==> config.mk <==
export PLATFORM = sky130hd
export DESIGN_NAME = msg_ram_parity_logger
export DESIGN_NICKNAME = d
export VERILOG_FILES = /design/src/rtl/mrpl_pkg.sv /design/src/rtl/mrpl_rst_sync.sv /design/src/rtl/mrpl_parity_chk.sv /design/src/rtl/mrpl_burst_acc.sv /design/src/rtl/mrpl_err_regs.sv /design/src/rtl/msg_ram_parity_logger.sv
export SDC_FILE = /design/constraint.sdc
export NUM_CORES = 1
export LEC_CHECK = 0
export BUFFER_PORTS_ARGS = -buffer_cell sky130_fd_sc_hd__buf_2
export CORE_MARGIN = 10
export CORE_UTILIZATION = 40
export CTS_CLUSTER_DIAMETER = 80
export DETAILED_ROUTE_END_ITERATION = 12
export PLACE_DENSITY_LB_ADDON = 0.25
export SETUP_SLACK_MARGIN = 0.15
export SYNTH_ARGS = -nofsm -noshare
export SYNTH_HDL_FRONTEND = slang
export SYNTH_SLANG_ARGS = --single-unit
==> constraint.sdc <==
create_clock -name clk -period 2.13 [get_ports clk]
set_clock_uncertainty 0.05 [all_clocks]
set_input_delay 0.213 -clock clk [delete_from_list [all_inputs] [get_ports clk]]
set_output_delay 0.213 -clock clk [all_outputs]
set_load 0.05 [all_outputs]
==> src/rtl/mrpl_pkg.sv <==
package mrpl_pkg;
  localparam int OBJ_W  = 8;
  localparam int WIDX_W = 3;

  typedef struct packed {
    logic [WIDX_W-1:0] word;
    logic [OBJ_W-1:0]  obj;
  } err_code_t;

  typedef enum logic {
    SEL_STATUS = 1'b0,
    SEL_CODE   = 1'b1
  } reg_sel_e;
endpackage

==> src/rtl/mrpl_rst_sync.sv <==
module mrpl_rst_sync #(
  parameter int STAGES = 2
) (
  input  logic clk,
  input  logic rst_n,
  output logic rst_sync_n
);
  logic [STAGES-1:0] sync_q;

  always_ff @(posedge clk or negedge rst_n) begin
    if (!rst_n) sync_q <= '0;
    else        sync_q <= {sync_q[STAGES-2:0], 1'b1};
  end

  assign rst_sync_n = sync_q[STAGES-1];
endmodule

==> src/rtl/mrpl_parity_chk.sv <==
module mrpl_parity_chk #(
  parameter int DATA_W = 32
) (
  input  logic [DATA_W-1:0] data,
  input  logic              par,
  output logic              mismatch
);
  logic calc_par;

  always_comb begin
    calc_par = ^data;
    mismatch = calc_par ^ par;
  end
endmodule

==> src/rtl/mrpl_burst_acc.sv <==
module mrpl_burst_acc
  import mrpl_pkg::*;
#(
  parameter int NUM_OBJ = 64,
  parameter int WORDS   = 5
) (
  input  logic              clk,
  input  logic              rst_n,
  input  logic              obs_valid,
  input  logic [OBJ_W-1:0]  obs_obj,
  input  logic [WIDX_W-1:0] obs_word,
  input  logic              obs_last,
  input  logic              word_bad,
  output logic              commit,
  output err_code_t         commit_code
);
  localparam logic [OBJ_W-1:0]  MaxObj  = OBJ_W'(NUM_OBJ);
  localparam logic [WIDX_W-1:0] MaxWord = WIDX_W'(WORDS);

  logic              seen_q, seen_d;
  err_code_t         acc_q, acc_d;
  logic              loc_ok, cur_fail;
  err_code_t         merged;

  always_comb begin
    loc_ok   = (obs_obj != '0) && (obs_obj <= MaxObj) &&
               (obs_word != '0) && (obs_word <= MaxWord);
    cur_fail = obs_valid && loc_ok && word_bad;

    merged = acc_q;
    if (cur_fail) begin
      merged.obj = obs_obj;
      if (!seen_q || (obs_word > acc_q.word)) merged.word = obs_word;
    end

    commit      = obs_valid && obs_last && (seen_q || cur_fail);
    commit_code = merged;

    seen_d = seen_q;
    acc_d  = acc_q;
    if (obs_valid) begin
      if (obs_last) begin
        seen_d = 1'b0;
        acc_d  = '0;
      end else begin
        seen_d = seen_q || cur_fail;
        acc_d  = merged;
      end
    end
  end

  always_ff @(posedge clk or negedge rst_n) begin
    if (!rst_n) begin
      seen_q <= 1'b0;
      acc_q  <= '0;
    end else if (obs_valid) begin
      seen_q <= seen_d;
      acc_q  <= acc_d;
    end
  end

  p_word_range_r7: assert property (@(posedge clk) disable iff (!rst_n)
    commit |-> (commit_code.word != '0) && (commit_code.word <= MaxWord));
  p_obj_valid_r8: assert property (@(posedge clk) disable iff (!rst_n)
    commit |-> (commit_code.obj != '0) && (commit_code.obj <= MaxObj));
endmodule

==> src/rtl/mrpl_err_regs.sv <==
module mrpl_err_regs
  import mrpl_pkg::*;
(
  input  logic      clk,
  input  logic      rst_n,
  input  logic      commit,
  input  err_code_t commit_code,
  input  logic      status_rd,
  output logic      flag_q,
  output err_code_t code_q
);
  logic      flag_d;
  err_code_t code_d;

  always_comb begin
    flag_d = flag_q;
    if (commit)         flag_d = 1'b1;
    else if (status_rd) flag_d = 1'b0;
    code_d = commit_code;
  end

  always_ff @(posedge clk or negedge rst_n) begin
    if (!rst_n) flag_q <= 1'b0;
    else        flag_q <= flag_d;
  end

  always_ff @(posedge clk) begin
    if (commit) code_q <= code_d;
  end

  p_flag_set_r2: assert property (@(posedge clk) disable iff (!rst_n)
    commit |=> flag_q);
  p_flag_sticky_r3: assert property (@(posedge clk) disable iff (!rst_n)
    (flag_q && !status_rd) |=> flag_q);
  p_flag_clear_r4: assert property (@(posedge clk) disable iff (!rst_n)
    (status_rd && !commit) |=> !flag_q);
  p_code_hold_r9: assert property (@(posedge clk) disable iff (!rst_n)
    !commit |=> $stable(code_q));
endmodule

==> src/rtl/msg_ram_parity_logger.sv <==
module msg_ram_parity_logger
  import mrpl_pkg::*;
#(
  parameter int NUM_OBJ = 64,
  parameter int WORDS   = 5,
  parameter int DATA_W  = 32
) (
  input  logic              clk,
  input  logic              rst_n,
  input  logic              obs_valid,
  input  logic [OBJ_W-1:0]  obs_obj,
  input  logic [WIDX_W-1:0] obs_word,
  input  logic [DATA_W-1:0] obs_data,
  input  logic              obs_par,
  input  logic              obs_last,
  input  logic              rd_en,
  input  logic              rd_sel,
  output logic [31:0]       rd_data
);
  localparam int CodeW = OBJ_W + WIDX_W;

  logic      rst_s_n;
  logic      word_bad;
  logic      commit;
  err_code_t commit_code;
  logic      status_rd;
  logic      flag_q;
  err_code_t code_q;

  mrpl_rst_sync #(.STAGES(2)) u_rst (
    .clk(clk), .rst_n(rst_n), .rst_sync_n(rst_s_n)
  );

  mrpl_parity_chk #(.DATA_W(DATA_W)) u_par (
    .data(obs_data), .par(obs_par), .mismatch(word_bad)
  );

  mrpl_burst_acc #(.NUM_OBJ(NUM_OBJ), .WORDS(WORDS)) u_acc (
    .clk(clk), .rst_n(rst_s_n), .obs_valid(obs_valid), .obs_obj(obs_obj),
    .obs_word(obs_word), .obs_last(obs_last), .word_bad(word_bad),
    .commit(commit), .commit_code(commit_code)
  );

  assign status_rd = rd_en && (reg_sel_e'(rd_sel) == SEL_STATUS);

  mrpl_err_regs u_regs (
    .clk(clk), .rst_n(rst_s_n), .commit(commit), .commit_code(commit_code),
    .status_rd(status_rd), .flag_q(flag_q), .code_q(code_q)
  );

  always_comb begin
    if (reg_sel_e'(rd_sel) == SEL_STATUS) rd_data = {31'd0, flag_q};
    else                                  rd_data = {{(32-CodeW){1'b0}}, code_q};
  end
endmodule

* Word-level counts from Yosys, hierarchy flattened
Index checks and enable logic that the tools add are counted.
** Cells by class
- Order comparisons :: 3
- Mux-type cells :: 7
- Bitwise logic cells :: 2
- Reduce and logical (&&, ||, !) cells :: 15
** Operator list (number)
- two-way mux 11 bit :: 3
- XOR reduction 32 bit :: 1
- less-or-equal comparator 8 x 7 -> 1 bit (second input constant) :: 1
- logical AND 1 bit :: 8
- nonzero test 8 bit :: 1
- greater-than comparator 3 bit :: 1
- less-or-equal comparator 3 bit (second input constant) :: 1
- two-way mux 1 bit :: 3
- two-way mux 3 bit :: 1
- nonzero test 3 bit :: 1
- logical OR 1 bit :: 2
- nonzero test 2 bit :: 1
- logical NOT 1 bit :: 1
- inverter 1 bit :: 1
- bitwise XOR 1 bit :: 1
** Storage, ports and cells
- Flip-flop bits (word level) :: 26
- Output and inout port bits :: 32
- Logic and storage cells :: 34

* Depth between registers and ports, before layout
Gate-level depths: netlist of the first run.
- Depth after elaboration :: 9
- Depth in mapped cells :: 9

* Cells and area by module
Synthesis of the first run repeated with hierarchy kept, for this count alone.
** Unflattened totals
- Cell total of the unflattened synthesis :: 152
- Area, all modules :: 1757.9 µm²
** Modules (own cells, without submodules)
- mrpl_burst_acc :: instances 1, cells an instance 69, area each 785.8 µm², sequential area each 300.3 µm²
- mrpl_err_regs :: instances 1, cells an instance 14, area each 366.6 µm², sequential area each 355.3 µm²
- mrpl_parity_chk :: instances 1, cells an instance 31, area each 285.3 µm², sequential area each 0.0 µm²
- msg_ram_parity_logger :: instances 1, cells an instance 35, area each 266.5 µm², sequential area each 0.0 µm²
- mrpl_rst_sync :: instances 1, cells an instance 3, area each 53.8 µm², sequential area each 50.0 µm²

* Least setup slack after synthesis of the first run
No wires, ideal clock.
- Path type :: input -> register
- Start point :: input port obs_data[12]
- End point :: register u_regs.code_q[0] (netlist name)
- Setup time :: 0.382 ns
- Arrival time :: 2.416 ns
- Required time :: 1.698 ns
- Slack :: -0.719 ns
- Stages :: 9
- Buffers on the path :: 2
- Cell sequence :: xor2_1 xnor2_1 xnor2_1 xnor3_1 xor2_1 or2_1 buf_6 buf_6 a21oi_1
** On the way
- Cells in the longest elaborated chain, start to end :: 5
** Ends and longest elaborated chain
- from (decl) :: line msg_ram_parity_logger.sv:13 : input logic [DATA_W-1:0] obs_data,
- XOR reduction 32 bit :: line mrpl_parity_chk.sv:11 : calc_par = ^data;
- bitwise XOR 1 bit :: line mrpl_parity_chk.sv:12 : mismatch = calc_par ^ par;
- logical AND 1 bit :: line mrpl_burst_acc.sv:28 : cur_fail = obs_valid && loc_ok && word_bad;
- logical OR 1 bit :: line mrpl_burst_acc.sv:36 : commit = obs_valid && obs_last && (seen_q || cur_fail);
- logical AND 1 bit :: line mrpl_burst_acc.sv:36
- named net commit :: line msg_ram_parity_logger.sv:24 : logic commit;
The timed path passes the listed nets, and every way through them passes these cells.
A chain may end at the register's enable or synchronous reset.

* Worst setup path in the final report of the first run
- Start point :: input port obs_data[8]
- End point :: register u_regs.code_q[7] (netlist name)
** On the way
- Cells in the longest elaborated chain, start to end :: 5
** Ends and longest elaborated chain (line)
- XOR reduction 32 bit :: mrpl_parity_chk.sv:11
- bitwise XOR 1 bit :: mrpl_parity_chk.sv:12
- logical AND 1 bit :: mrpl_burst_acc.sv:28
- logical OR 1 bit :: mrpl_burst_acc.sv:36
- logical AND 1 bit :: mrpl_burst_acc.sv:36
- named net commit :: msg_ram_parity_logger.sv:24
The timed path passes the listed nets, and every way through them passes these cells.

==> impl_results.md, run 1 <==
- Top cells by area, synth: dfrtp_1 22%, edfxtp_1 19%, xnor2_1 12%
- CP max stage cell: xnor3_1
- Min Tclk post-route: 2.221 ns
- Unrepaired setup endpoints after global routing: true
- CP Launch Type: input port
- CP Cell Sequence: buf_6 -> xor2_1 -> xnor2_1 -> xnor2_1 -> xnor3_1 -> xor2_2 -> or2_1 -> buf_6 -> a21oi_4 -> buf_6
- Most used cell along the critical path: buf_6
- CTS buffer count: 3
- Critical Path Sink Type: flip-flop
- Syn-to-layout area delta: 46.33%
- Yosys top cell by area: dfrtp_1
- Antenna fix cells: 0
- Avg Inst Size Synth: 11.23 um^2
- # rows: 23
- DP Area: 2175 um^2
- Status: finished with violations
- Die extent in x: 85.32 um
- Final Cycle Share: 1.043
- Routed WL: 4.429 mm
- Worst setup path end: u_regs.code_q[7]
- First-pass GRT wire length: 6.920 mm
- Distinct cell type count after synthesis: 34
- IO Port Bufs: 60
- PwrDens: 747.4 nW/um^2
- Hold Worst Slack: 0.1466 ns
- DP HPWL: 3.419 mm
- Area of the die: 7280 um^2
- Seq cells post-synth: 26
- Failing checks: setup timing
- Largest stage delay on the critical path: 0.46 ns
- Syn Inst Count: 152
- Dpl cells: 284
- Slew Limit Fails: 0
- Post-synthesis async set-or-reset flop share: 0.5769
- Flop-to-flop setup slack: -0.07 ns
- CP Launch Point: obs_data[8]
- Number of enable flip-flop cells after synthesis: 11
- Final Util: 0.6155
- Setup ws final: -0.09080 ns
- Core area: 4058 um^2
- VDD IR max: 0.5144 mV
- FF-to-FF Start: u_acc.acc_q[10]
- Die Y: 85.32 um
- CP required: 2.07 ns
- Max capacitance violation total: 0
- Yosys top cell area share: 0.2199
- Vias post-DR: 1367
- Initial antenna violation count: 0
- Power, Total: 1.866 mW
- Final hold violation count: 0
- Final Non-Filler Cells: 299
- RR Endpoint: u_regs.code_q[8]
- Clk root buf: clkbuf_8
- Arr. time, crit path: 2.17 ns
- GP Congestion: 0.7588
- Clk buf depth: 2
- Synthesis Warnings: 0
- I/O pins: 82
- Fmax: 0.4503 GHz
- Clock Pin Slew Worst Setup and Hold Paths: 0.09 ns
- First-pass iteration count of the detailed router: 4
- Final Net Count: 303
- Register area share after synthesis: 0.4135
- Final Setup Violations: 21
- Leading register cell type out of synthesis: dfrtp_1
- Synth Cell Area: 1707 um^2
- Slew @ Worst Pin: 0.5500 ns
- Antenna violation net count after detailed routing: 0
- Min-Delay Path Class: in2reg
- DRT iter0 DRCs: 40
- Largest net degree at the start of global routing: 15
- Design Area, Final: 2497 um^2
- Clock insertion delay at the later pin of the skew report: 0.27 ns
- Initial core utilization: 0.4206
- TNS Setup: -1.201 ns
- CP Max Fanout: 6
- Most frequent cell after synthesis: xnor2_1
- TritonCTS Sinks: 26
- Routed length per instance: 14.81 um
- WS Path Type: in2reg
- TritonCTS clock tree: done
- Overflow after GRT: 0
- Worst R2R Path Depth: 8
- Synth cell count leaders: 23 x xnor2_1, 21 x buf_4, 15 x dfrtp_1, 12 x and2_1, 11 x edfxtp_1
- Pre-CTS setup slack: -0.3465 ns
- Pleak: 1.199 nW
- Slew Limit Headroom: 0.6334
- Vias in the first global route: 1505
- Total GRT Usage: 0.1129
- Htree depth: 1
- DRC viols: 0
- Routed vias/inst: 4.572
- Share of cells above drive strength 1: 0.5221
[report_power, final]
| group | total, mW | internal (mW) | switching (mW) |
|---|---|---|---|
| registers | 0.638 | 0.603 | 0.0346 |
| clock network | 0.280 | 0.134 | 0.146 |
| logic | 0.949 | 0.480 | 0.469 |
[placed cells by master (no fill, tap or decap), drive strengths merged, types with 4 or more instances in the layout]
cell     n
a22o     4
clkbuf   4
buf     96
dfrtp   15
xor2     5
conb    22
xnor2   23
inv      6
and2    12
mux2     9
o21ai    7
edfxtp  11
a32o     7
[per-layer routing]
metal  GRT usage  wire, um
met1      0.1175      1655
met2      0.2153      2475
met3     0.04015       287
met4     0.01347        10
met5           0         0
[final cells by class]
cell class              count  area (um^2)
clock buffers               4        45.04
fillers                   329         1560
inverters                   6        22.52
multi-input cells         116         1015
flip-flops and latches     26        705.7
well taps                  50        62.56
repair buffers             97        646.9
[registers in the layout, indices dropped and copies added (netlist names)]
name and cells:
u_rst.sync_q 2, u_acc.seen_q 1, u_acc.acc_q 11, u_regs.flag_q 1, u_regs.code_q 11
[cells by family (layout without fill, tap and decap cells)]
kind of cell / Yosys count / after routing / share of synthesized area
AOI/OAI and AO/OA: 23 / 23 / 0.1026
xor gates and xnor gates: 30 / 30 / 0.1701
adders and majority gates: 3 / 3 / 0.02200
buffers and inverters: 30 / 107 / 0.1210
DFF: 26 / 26 / 0.4135
muxes: 10 / 10 / 0.06745
other: 2 / 22 / 0.004400
and+or+nand+nor: 28 / 28 / 0.09898
[critical path, delay by kind of cell]
family                    cells  cell delay, ns
and+or+nand+nor               1            0.25
AOI/OAI and AO/OA             1            0.17
buffers and inverters         3            0.39
xor gates and xnor gates      5            1.13
[worst min path at each step]
stage	endpoint	slack (ns)	startpoint	depth (start not counted)
3_3_place_gp	u_rst.sync_q[0]	-0.05	rst_n	1
5_1_grt	u_acc.acc_q[1]	0.14	obs_obj[1]	2
4_1_cts	u_acc.acc_q[1]	0.14	obs_obj[1]	2
2_1_floorplan	u_rst.sync_q[0]	-0.13	rst_n	0
6_report	u_acc.acc_q[1]	0.15	obs_obj[1]	2
3_5_place_dp	u_rst.sync_q[0]	-0.05	rst_n	1
[what timing repair did]
action | CTS | global route
resized for setup | 24 | 15
hold buffers | 1 | 0
buffers inserted | 5 | 5
hold endpoints to repair | 2 | 0
endpoints found under the setup margin | 32 | 34
pin swaps | 5 | 13
Note: power is estimated with default switching activity, not from simulation.
==> run 2, diff against run 1 <==
--- a/config.mk
+++ b/config.mk
@@ -10,7 +10,7 @@
 export CORE_UTILIZATION = 40
 export CTS_CLUSTER_DIAMETER = 80
 export DETAILED_ROUTE_END_ITERATION = 12
-export PLACE_DENSITY_LB_ADDON = 0.25
+export PLACE_DENSITY = 0.68
 export SETUP_SLACK_MARGIN = 0.15
 export SYNTH_ARGS = -nofsm -noshare
 export SYNTH_HDL_FRONTEND = slang
==> run 2 against run 1 <==
Effect of this change: the run still ends with setup timing left; sequential power about the same; fmax shrank 1.3%; die area stayed put; critical path depth decreased by 1.
==> impl_results.md, run 2 (synthesis results as in run 1) <==
- Status: finished with violations (unchanged)
- Failing checks: setup timing (unchanged)
- CP Max Fanout: 6 (unchanged)
- Design Area, Final: 2527 um^2 (was 2497 um^2)
- Slew Limit Headroom: 0.6127 (was 0.6334)
- HP Start: obs_obj[0] (was obs_obj[1])
- DP HPWL: 3.448 mm (was 3.419 mm)
- Min Tclk post-route: 2.251 ns (was 2.221 ns)
- Initial core utilization: 0.4206 (unchanged)
- Final hold violation count: 0 (unchanged)
- Pre-CTS setup slack: -0.4798 ns (was -0.3465 ns)
- Area of the die: 7280 um^2 (unchanged)
- FF-to-FF Start: u_acc.acc_q[9] (was u_acc.acc_q[10])
- Pleak: 1.210 nW (was 1.199 nW)
- Min-Delay Path Class: in2reg (unchanged)
- TritonCTS Sinks: 26 (unchanged)
- Slew Limit Fails: 0 (unchanged)
- DRT iter0 DRCs: 48 (was 40)
- VDD IR max: 0.4543 mV (was 0.5144 mV)
- Syn-to-layout area delta: 48.09% (was 46.33%)
- Routed WL: 4.657 mm (was 4.429 mm)
- Die Y: 85.32 um (unchanged)
- Max capacitance violation total: 0 (unchanged)
- Unrepaired setup endpoints after global routing: true (unchanged)
- First-pass GRT wire length: 7.265 mm (was 6.920 mm)
- Setup ws final: -0.1211 ns (was -0.09080 ns)
- Clk root buf: clkbuf_8 (unchanged)
- Routed length per instance: 15.73 um (was 14.81 um)
- Antenna fix cells: 0 (unchanged)
- Worst R2R Path Depth: 9 (was 8)
- Clk buf depth: 2 (unchanged)
- Initial antenna violation count: 0 (unchanged)
- Arr. time, crit path: 2.23 ns (was 2.17 ns)
- CP Cell Sequence: inv_2 -> ha_4 -> nand3_2 -> o21ai_1 -> o21ai_2 -> or3b_4 -> mux2i_2 -> buf_4 -> mux2_4 (was buf_6 -> xor2_1 -> xnor2_1 -> xnor2_1 -> xnor3_1 -> xor2_2 -> or2_1 -> buf_6 -> a21oi_4 -> buf_6)
- Final Setup Violations: 11 (was 21)
- GP Congestion: 0.7931 (was 0.7588)
- Core area: 4058 um^2 (unchanged)
- CTS buffer count: 3 (unchanged)
- WHS Path Cells: 2 (unchanged)
- TNS Setup: -0.5601 ns (was -1.201 ns)
- Commonest non-fill, non-tap cell in the layout: buf_2 (unchanged)
- Routed vias/inst: 4.774 (was 4.572)
- WHS Endpoint: u_acc.acc_q[0] (was u_acc.acc_q[1])
- Final Cycle Share: 1.057 (was 1.043)
- Critical Path Sink Type: flip-flop (unchanged)
- WS Path Type: reg2reg (was in2reg)
- Hold Worst Slack: 0.1494 ns (was 0.1466 ns)
- Largest net degree at the start of global routing: 16 (was 15)
- Slew @ Worst Pin: 0.5809 ns (was 0.5500 ns)
- CP max stage cell: dfrtp_1 (was xnor3_1)
- Antenna violation net count after detailed routing: 0 (unchanged)
- Final Util: 0.6229 (was 0.6155)
- Largest registers: u_acc.acc_q x11, u_regs.code_q x11, u_rst.sync_q x2 (unchanged)
- Vias post-DR: 1413 (was 1367)
- Flop-to-flop setup slack: -0.12 ns (was -0.07 ns)
- Largest stage delay on the critical path: 0.40 ns (was 0.46 ns)
- First-pass iteration count of the detailed router: 4 (unchanged)
- Total GRT Usage: 0.1198 (was 0.1129)
- Die extent in x: 85.32 um (unchanged)
- DRC viols: 0 (unchanged)
- Dpl cells: 279 (was 284)
- Clock Pin Slew Worst Setup and Hold Paths: 0.09 ns (about the same)
- I/O pins: 82 (unchanged)
- Power, Total: 2.060 mW (was 1.866 mW)
- IO Port Bufs: 60 (unchanged)
- # rows: 23 (unchanged)
- Vias in the first global route: 1592 (was 1505)
- Final Net Count: 300 (was 303)
- Share of cells above drive strength 1: 0.5285 (was 0.5221)
- TritonCTS clock tree: done (unchanged)
- Htree depth: 1 (unchanged)
- DP Area: 2150 um^2 (was 2175 um^2)
- Fmax: 0.4442 GHz (was 0.4503 GHz)
- Final Non-Filler Cells: 296 (was 299)
- RR Endpoint: u_regs.code_q[8] (unchanged)
- CP Launch Type: flip-flop (was input port)
- CP required: 2.11 ns (was 2.07 ns)
- Clock insertion delay at the later pin of the skew report: 0.27 ns (about the same)
- Most frequent cells in the layout: 54 x buf_2, 27 x buf_4, 22 x conb_1 (was 53 x buf_2, 30 x buf_4, 22 x conb_1)
- PwrDens: 815.1 nW/um^2 (was 747.4 nW/um^2)
- Overflow after GRT: 0 (unchanged)
run 2: cell types whose count changed in the layout (fill, tap and decap cells not counted), sizes merged:
cell / delta
buf: -4
bufinv: +1
clkbuf: -1
or2: +1
run 2: final cells by class:
class,instances,area [um^2]
clock buffers,3,41.29
clock inverters,1,30.03
fillers,318,1530
inverters,6,22.52
multi-input cells,117,1050
flip-flops and latches,26,705.7
well taps,50,62.56
repair buffers,93,615.6
run 2: where the power goes:
| part | switching (mW) | internal, mW |
|---|---|---|
| clock | 0.158 | 0.251 |
| combinational | 0.508 | 0.504 |
| sequential | 0.0359 | 0.603 |
run 2: repair_timing:
item                                   in CTS  in global routing
endpoints found under the hold margin       2                  0
gates resized for setup                    37                 11
setup buffers                               9                  2
gates cloned                                1                  0
setup endpoints to repair                  33                 34
hold buffers                                1                  0
pin swaps                                  14                 10
run 2: per-layer routing:
layer	vias up	routed length (um)	GRT usage
met2	39	2653	0.2357
met5	-	0	0
met1	697	1711	0.1193
met4	0	34	0.03743
met3	4	257	0.02677
li1	673	-	-
run 2: worst max-delay path by stage:
| stage | depth (start not counted) | from | endpoint | slack, ns |
|---|---|---|---|---|
| after CTS | 9 | u_acc.acc_q[10] | u_regs.code_q[8] | -0.12 |
| after global placement | 8 | obs_data[8] | u_regs.code_q[1] | -0.46 |
| after global routing | 12 | u_acc.acc_q[9] | u_acc.acc_q[9] | -0.20 |
| after detailed placement | 8 | obs_data[7] | u_regs.code_q[1] | -0.48 |
| final | 9 | u_acc.acc_q[9] | u_regs.code_q[8] | -0.12 |
| after floorplan | 9 | obs_data[8] | u_regs.code_q[0] | -0.29 |
run 2: critical path: cells and delay by family, from the launching register on:
kind	cells	cell delay (ns)
AOI/OAI and AO/OA	2	0.20
adders and majority gates	1	0.21
buffers and inverters	2	0.26
DFF	1	0.40
muxes	2	0.43
and+or+nand+nor	2	0.45
==> run 3, diff against run 2 <==
--- a/config.mk
+++ b/config.mk
@@ -6,11 +6,12 @@
 export NUM_CORES = 1
 export LEC_CHECK = 0
 export BUFFER_PORTS_ARGS = -buffer_cell sky130_fd_sc_hd__buf_2
+export CAP_MARGIN = 25
 export CORE_MARGIN = 10
-export CORE_UTILIZATION = 40
+export CORE_UTILIZATION = 50
 export CTS_CLUSTER_DIAMETER = 80
 export DETAILED_ROUTE_END_ITERATION = 12
-export PLACE_DENSITY = 0.68
+export PLACE_DENSITY = 0.83
 export SETUP_SLACK_MARGIN = 0.15
 export SYNTH_ARGS = -nofsm -noshare
 export SYNTH_HDL_FRONTEND = slang
==> run 3 against run 2 <==
Effect of this change: the flow still finishes with violations (setup timing); flip-flop and latch count is the same; cell count decreased by 2.0%; setup slack gained 0.045 ns; critical path type unchanged; critical endpoint is now u_acc.acc_q[10].
==> impl_results.md, run 3 (synthesis results as in run 1) <==
- DRC viols: 0 (unchanged)
- # rows: 21 (was 23)
- WS Path Type: reg2reg (unchanged)
- CP Cell Sequence: inv_2 -> ha_4 -> nand3_2 -> o21ai_1 -> o21ai_1 -> or3b_4 -> mux2i_4 -> buf_6 -> and2b_2 -> a22o_1 (was inv_2 -> ha_4 -> nand3_2 -> o21ai_1 -> o21ai_2 -> or3b_4 -> mux2i_2 -> buf_4 -> mux2_4)
- TritonCTS Sinks: 26 (unchanged)
- Logic pwr share: 0.555 (was 0.491)
- WHS Endpoint: u_acc.acc_q[0] (unchanged)
- Fmax: 0.4532 GHz (was 0.4442 GHz)
- WHS Path Cells: 2 (unchanged)
- Core area: 3311 um^2 (was 4058 um^2)
- Antenna violation net count after detailed routing: 0 (unchanged)
- Pleak: 1.187 nW (was 1.210 nW)
- Final hold violation count: 0 (unchanged)
- Largest stage delay on the critical path: 0.43 ns (was 0.40 ns)
- Worst R2R Path Depth: 10 (was 9)
- Min-Delay Path Class: in2reg (unchanged)
- Die extent in x: 78.43 um (was 85.32 um)
- Final Non-Filler Cells: 290 (was 296)
- Final Setup Violations: 6 (was 11)
- Pre-CTS setup slack: -0.5148 ns (was -0.4798 ns)
- Unrepaired setup endpoints after global routing: true (unchanged)
- Slew @ Worst Pin: 0.5532 ns (was 0.5809 ns)
- Clock insertion delay at the later pin of the skew report: 0.33 ns (was 0.27 ns)
- Clk root buf: clkbuf_4 (was clkbuf_8)
- VDD IR max: 0.4360 mV (was 0.4543 mV)
- Most frequent cells in the layout: 56 x buf_2, 22 x conb_1, 21 x buf_4 (was 54 x buf_2, 27 x buf_4, 22 x conb_1)
- TritonCTS clock tree: done (unchanged)
- Critical Path Sink Type: flip-flop (unchanged)
- CTS buffer count: 3 (unchanged)
- Failing checks: setup timing (unchanged)
- Vias post-DR: 1461 (was 1413)
- Initial antenna violation count: 0 (unchanged)
- Setup ws final: -0.07630 ns (was -0.1211 ns)
- Max capacitance violation total: 0 (unchanged)
- Total GRT Usage: 0.1366 (was 0.1198)
- Net Sw Frac: 0.3727 (was 0.3406)
- Final Net Count: 298 (was 300)
- Clk buf depth: 2 (unchanged)
- Switching pwr: 0.7211 mW (was 0.7016 mW)
- TNS Setup: -0.2572 ns (was -0.5601 ns)
- Commonest non-fill, non-tap cell in the layout: buf_2 (unchanged)
- Slew Limit Fails: 0 (unchanged)
- Htree depth: 1 (unchanged)
- First-pass iteration count of the detailed router: 4 (unchanged)
- FF-to-FF Start: u_acc.acc_q[10] (was u_acc.acc_q[9])
- CP max stage cell: dfrtp_1 (unchanged)
- Cell family contributing the most delay on the critical path: simple AND/OR/NAND/NOR gates (unchanged)
- Design Area, Final: 2502 um^2 (was 2527 um^2)
- Initial core utilization: 0.5155 (was 0.4206)
- Clock network power share: 0.112 (was 0.199)
- Status: finished with violations (unchanged)
- GP Congestion: 0.8237 (was 0.7931)
- IO Port Bufs: 60 (unchanged)
- Largest registers: u_acc.acc_q x11, u_regs.code_q x11, u_rst.sync_q x2 (unchanged)
- Flop-to-flop setup slack: -0.08 ns (was -0.12 ns)
- Final Cycle Share: 1.036 (was 1.057)
- RR Endpoint: u_acc.acc_q[10] (was u_regs.code_q[8])
- Area of the die: 6150 um^2 (was 7280 um^2)
- Antenna fix cells: 0 (unchanged)
- Slew Limit Headroom: 0.6312 (was 0.6127)
- PwrDens: 773.2 nW/um^2 (was 815.1 nW/um^2)
- Vias in the first global route: 1482 (was 1592)
- Routed vias/inst: 5.038 (was 4.774)
- HP Start: obs_obj[0] (unchanged)
- Share of cells above drive strength 1: 0.5287 (was 0.5285)
- Routed length per instance: 18.03 um (was 15.73 um)
- Syn-to-layout area delta: 46.63% (was 48.09%)
- Dpl cells: 274 (was 279)
- CP Max Fanout: 5 (was 6)
- DP HPWL: 3.430 mm (was 3.448 mm)
- Most used cell along the critical path: o21ai_1
- Hold Worst Slack: 0.1023 ns (was 0.1494 ns)
- CP Launch Type: flip-flop (unchanged)
- CP required: 2.36 ns (was 2.11 ns)
- Overflow after GRT: 0 (unchanged)
- First-pass GRT wire length: 6.934 mm (was 7.265 mm)
- I/O pins: 82 (unchanged)
- Routed WL: 5.228 mm (was 4.657 mm)
- Arr. time, crit path: 2.43 ns (was 2.23 ns)
- Buffers and inverters on the worst path: 2 (unchanged)
- Largest net degree at the start of global routing: 15 (was 16)
- Power, Total: 1.935 mW (was 2.060 mW)
- DRT iter0 DRCs: 70 (was 48)
- Final Util: 0.7559 (was 0.6229)
- Clock Pin Slew Worst Setup and Hold Paths: 0.14 ns (was 0.09 ns)
- Die Y: 78.43 um (was 85.32 um)
- Pint: 1.214 mW (was 1.358 mW)
- Min Tclk post-route: 2.206 ns (was 2.251 ns)
- DP Area: 2137 um^2 (was 2150 um^2)
- Share of power burned in registers: 0.334 (was 0.310)
-- run 3: cell count changes in the layout (fill, tap and decap cells not counted), moves of 2 or more --
| cell | before | now |
|---|---|---|
| buf_4 | 27 | 21 |
| clkbuf_4 | 0 | 3 |
| clkbuf_8 | 3 | 0 |
| buf_2 | 54 | 56 |
| nand2_1 | 1 | 3 |
| nand2_2 | 2 | 0 |
| xnor2_1 | 19 | 17 |
-- run 3: worst register-to-register path, stage by stage (launching register included) --
cell and delay [ns]:
dfrtp_1 0.43, inv_2 0.08, ha_4 0.20, nand3_2 0.06, o21ai_1 0.06, o21ai_1 0.16
or3b_4 0.41, mux2i_4 0.20, buf_6 0.15, and2b_2 0.17, a22o_1 0.18
-- run 3: layer usage --
layer / wire length (um) / track usage
met1: 1752 / 0.1322
met2: 3110 / 0.2747
met3: 261 / 0.03417
met4: 104 / 0.03763
met5: 0 / 0
-- run 3: repair_timing --
item / 4_1_cts / 5_1_grt
cloned: 1 / 1
hold endpoints to repair: 2 / 0
setup buffers: 2 / 7
hold buffers: 1 / 0
setup endpoints to repair: 33 / 32
resized for setup: 19 / 31
pin swaps: 7 / 19
-- run 3: worst max-delay path by stage --
stage               startpoint                to  slack [ns]  cells past startpoint
6_report       u_acc.acc_q[10]   u_acc.acc_q[10]       -0.08                     10
3_3_place_gp       obs_data[8]  u_regs.code_q[5]       -0.41                      8
5_1_grt        u_acc.acc_q[10]   u_acc.acc_q[10]       -0.15                     10
4_1_cts         u_acc.acc_q[8]  u_regs.code_q[8]       -0.05                      7
2_1_floorplan      obs_data[8]  u_regs.code_q[0]       -0.29                      9
3_5_place_dp       obs_data[7]  u_regs.code_q[1]       -0.51                      8
-- run 3: area by class of cell --
type	count	area, um^2
inverter	6	22.52
timing repair buffer	91	616.8
clock buffer	4	26.28
multi-input combinational	117	1074
sequential	26	705.7
tap	46	57.56
fill	206	808.3
-- run 3: power by group through the flow --
stage,sequential [mW],clock [mW],combinational (mW)
after detailed placement,0.647,0,0.778
after global placement,0.643,0,0.760
after global routing,0.652,0.240,1.12
after CTS,0.637,0.213,0.864
final,0.645,0.216,1.07
after floorplan,0.635,0,0.565
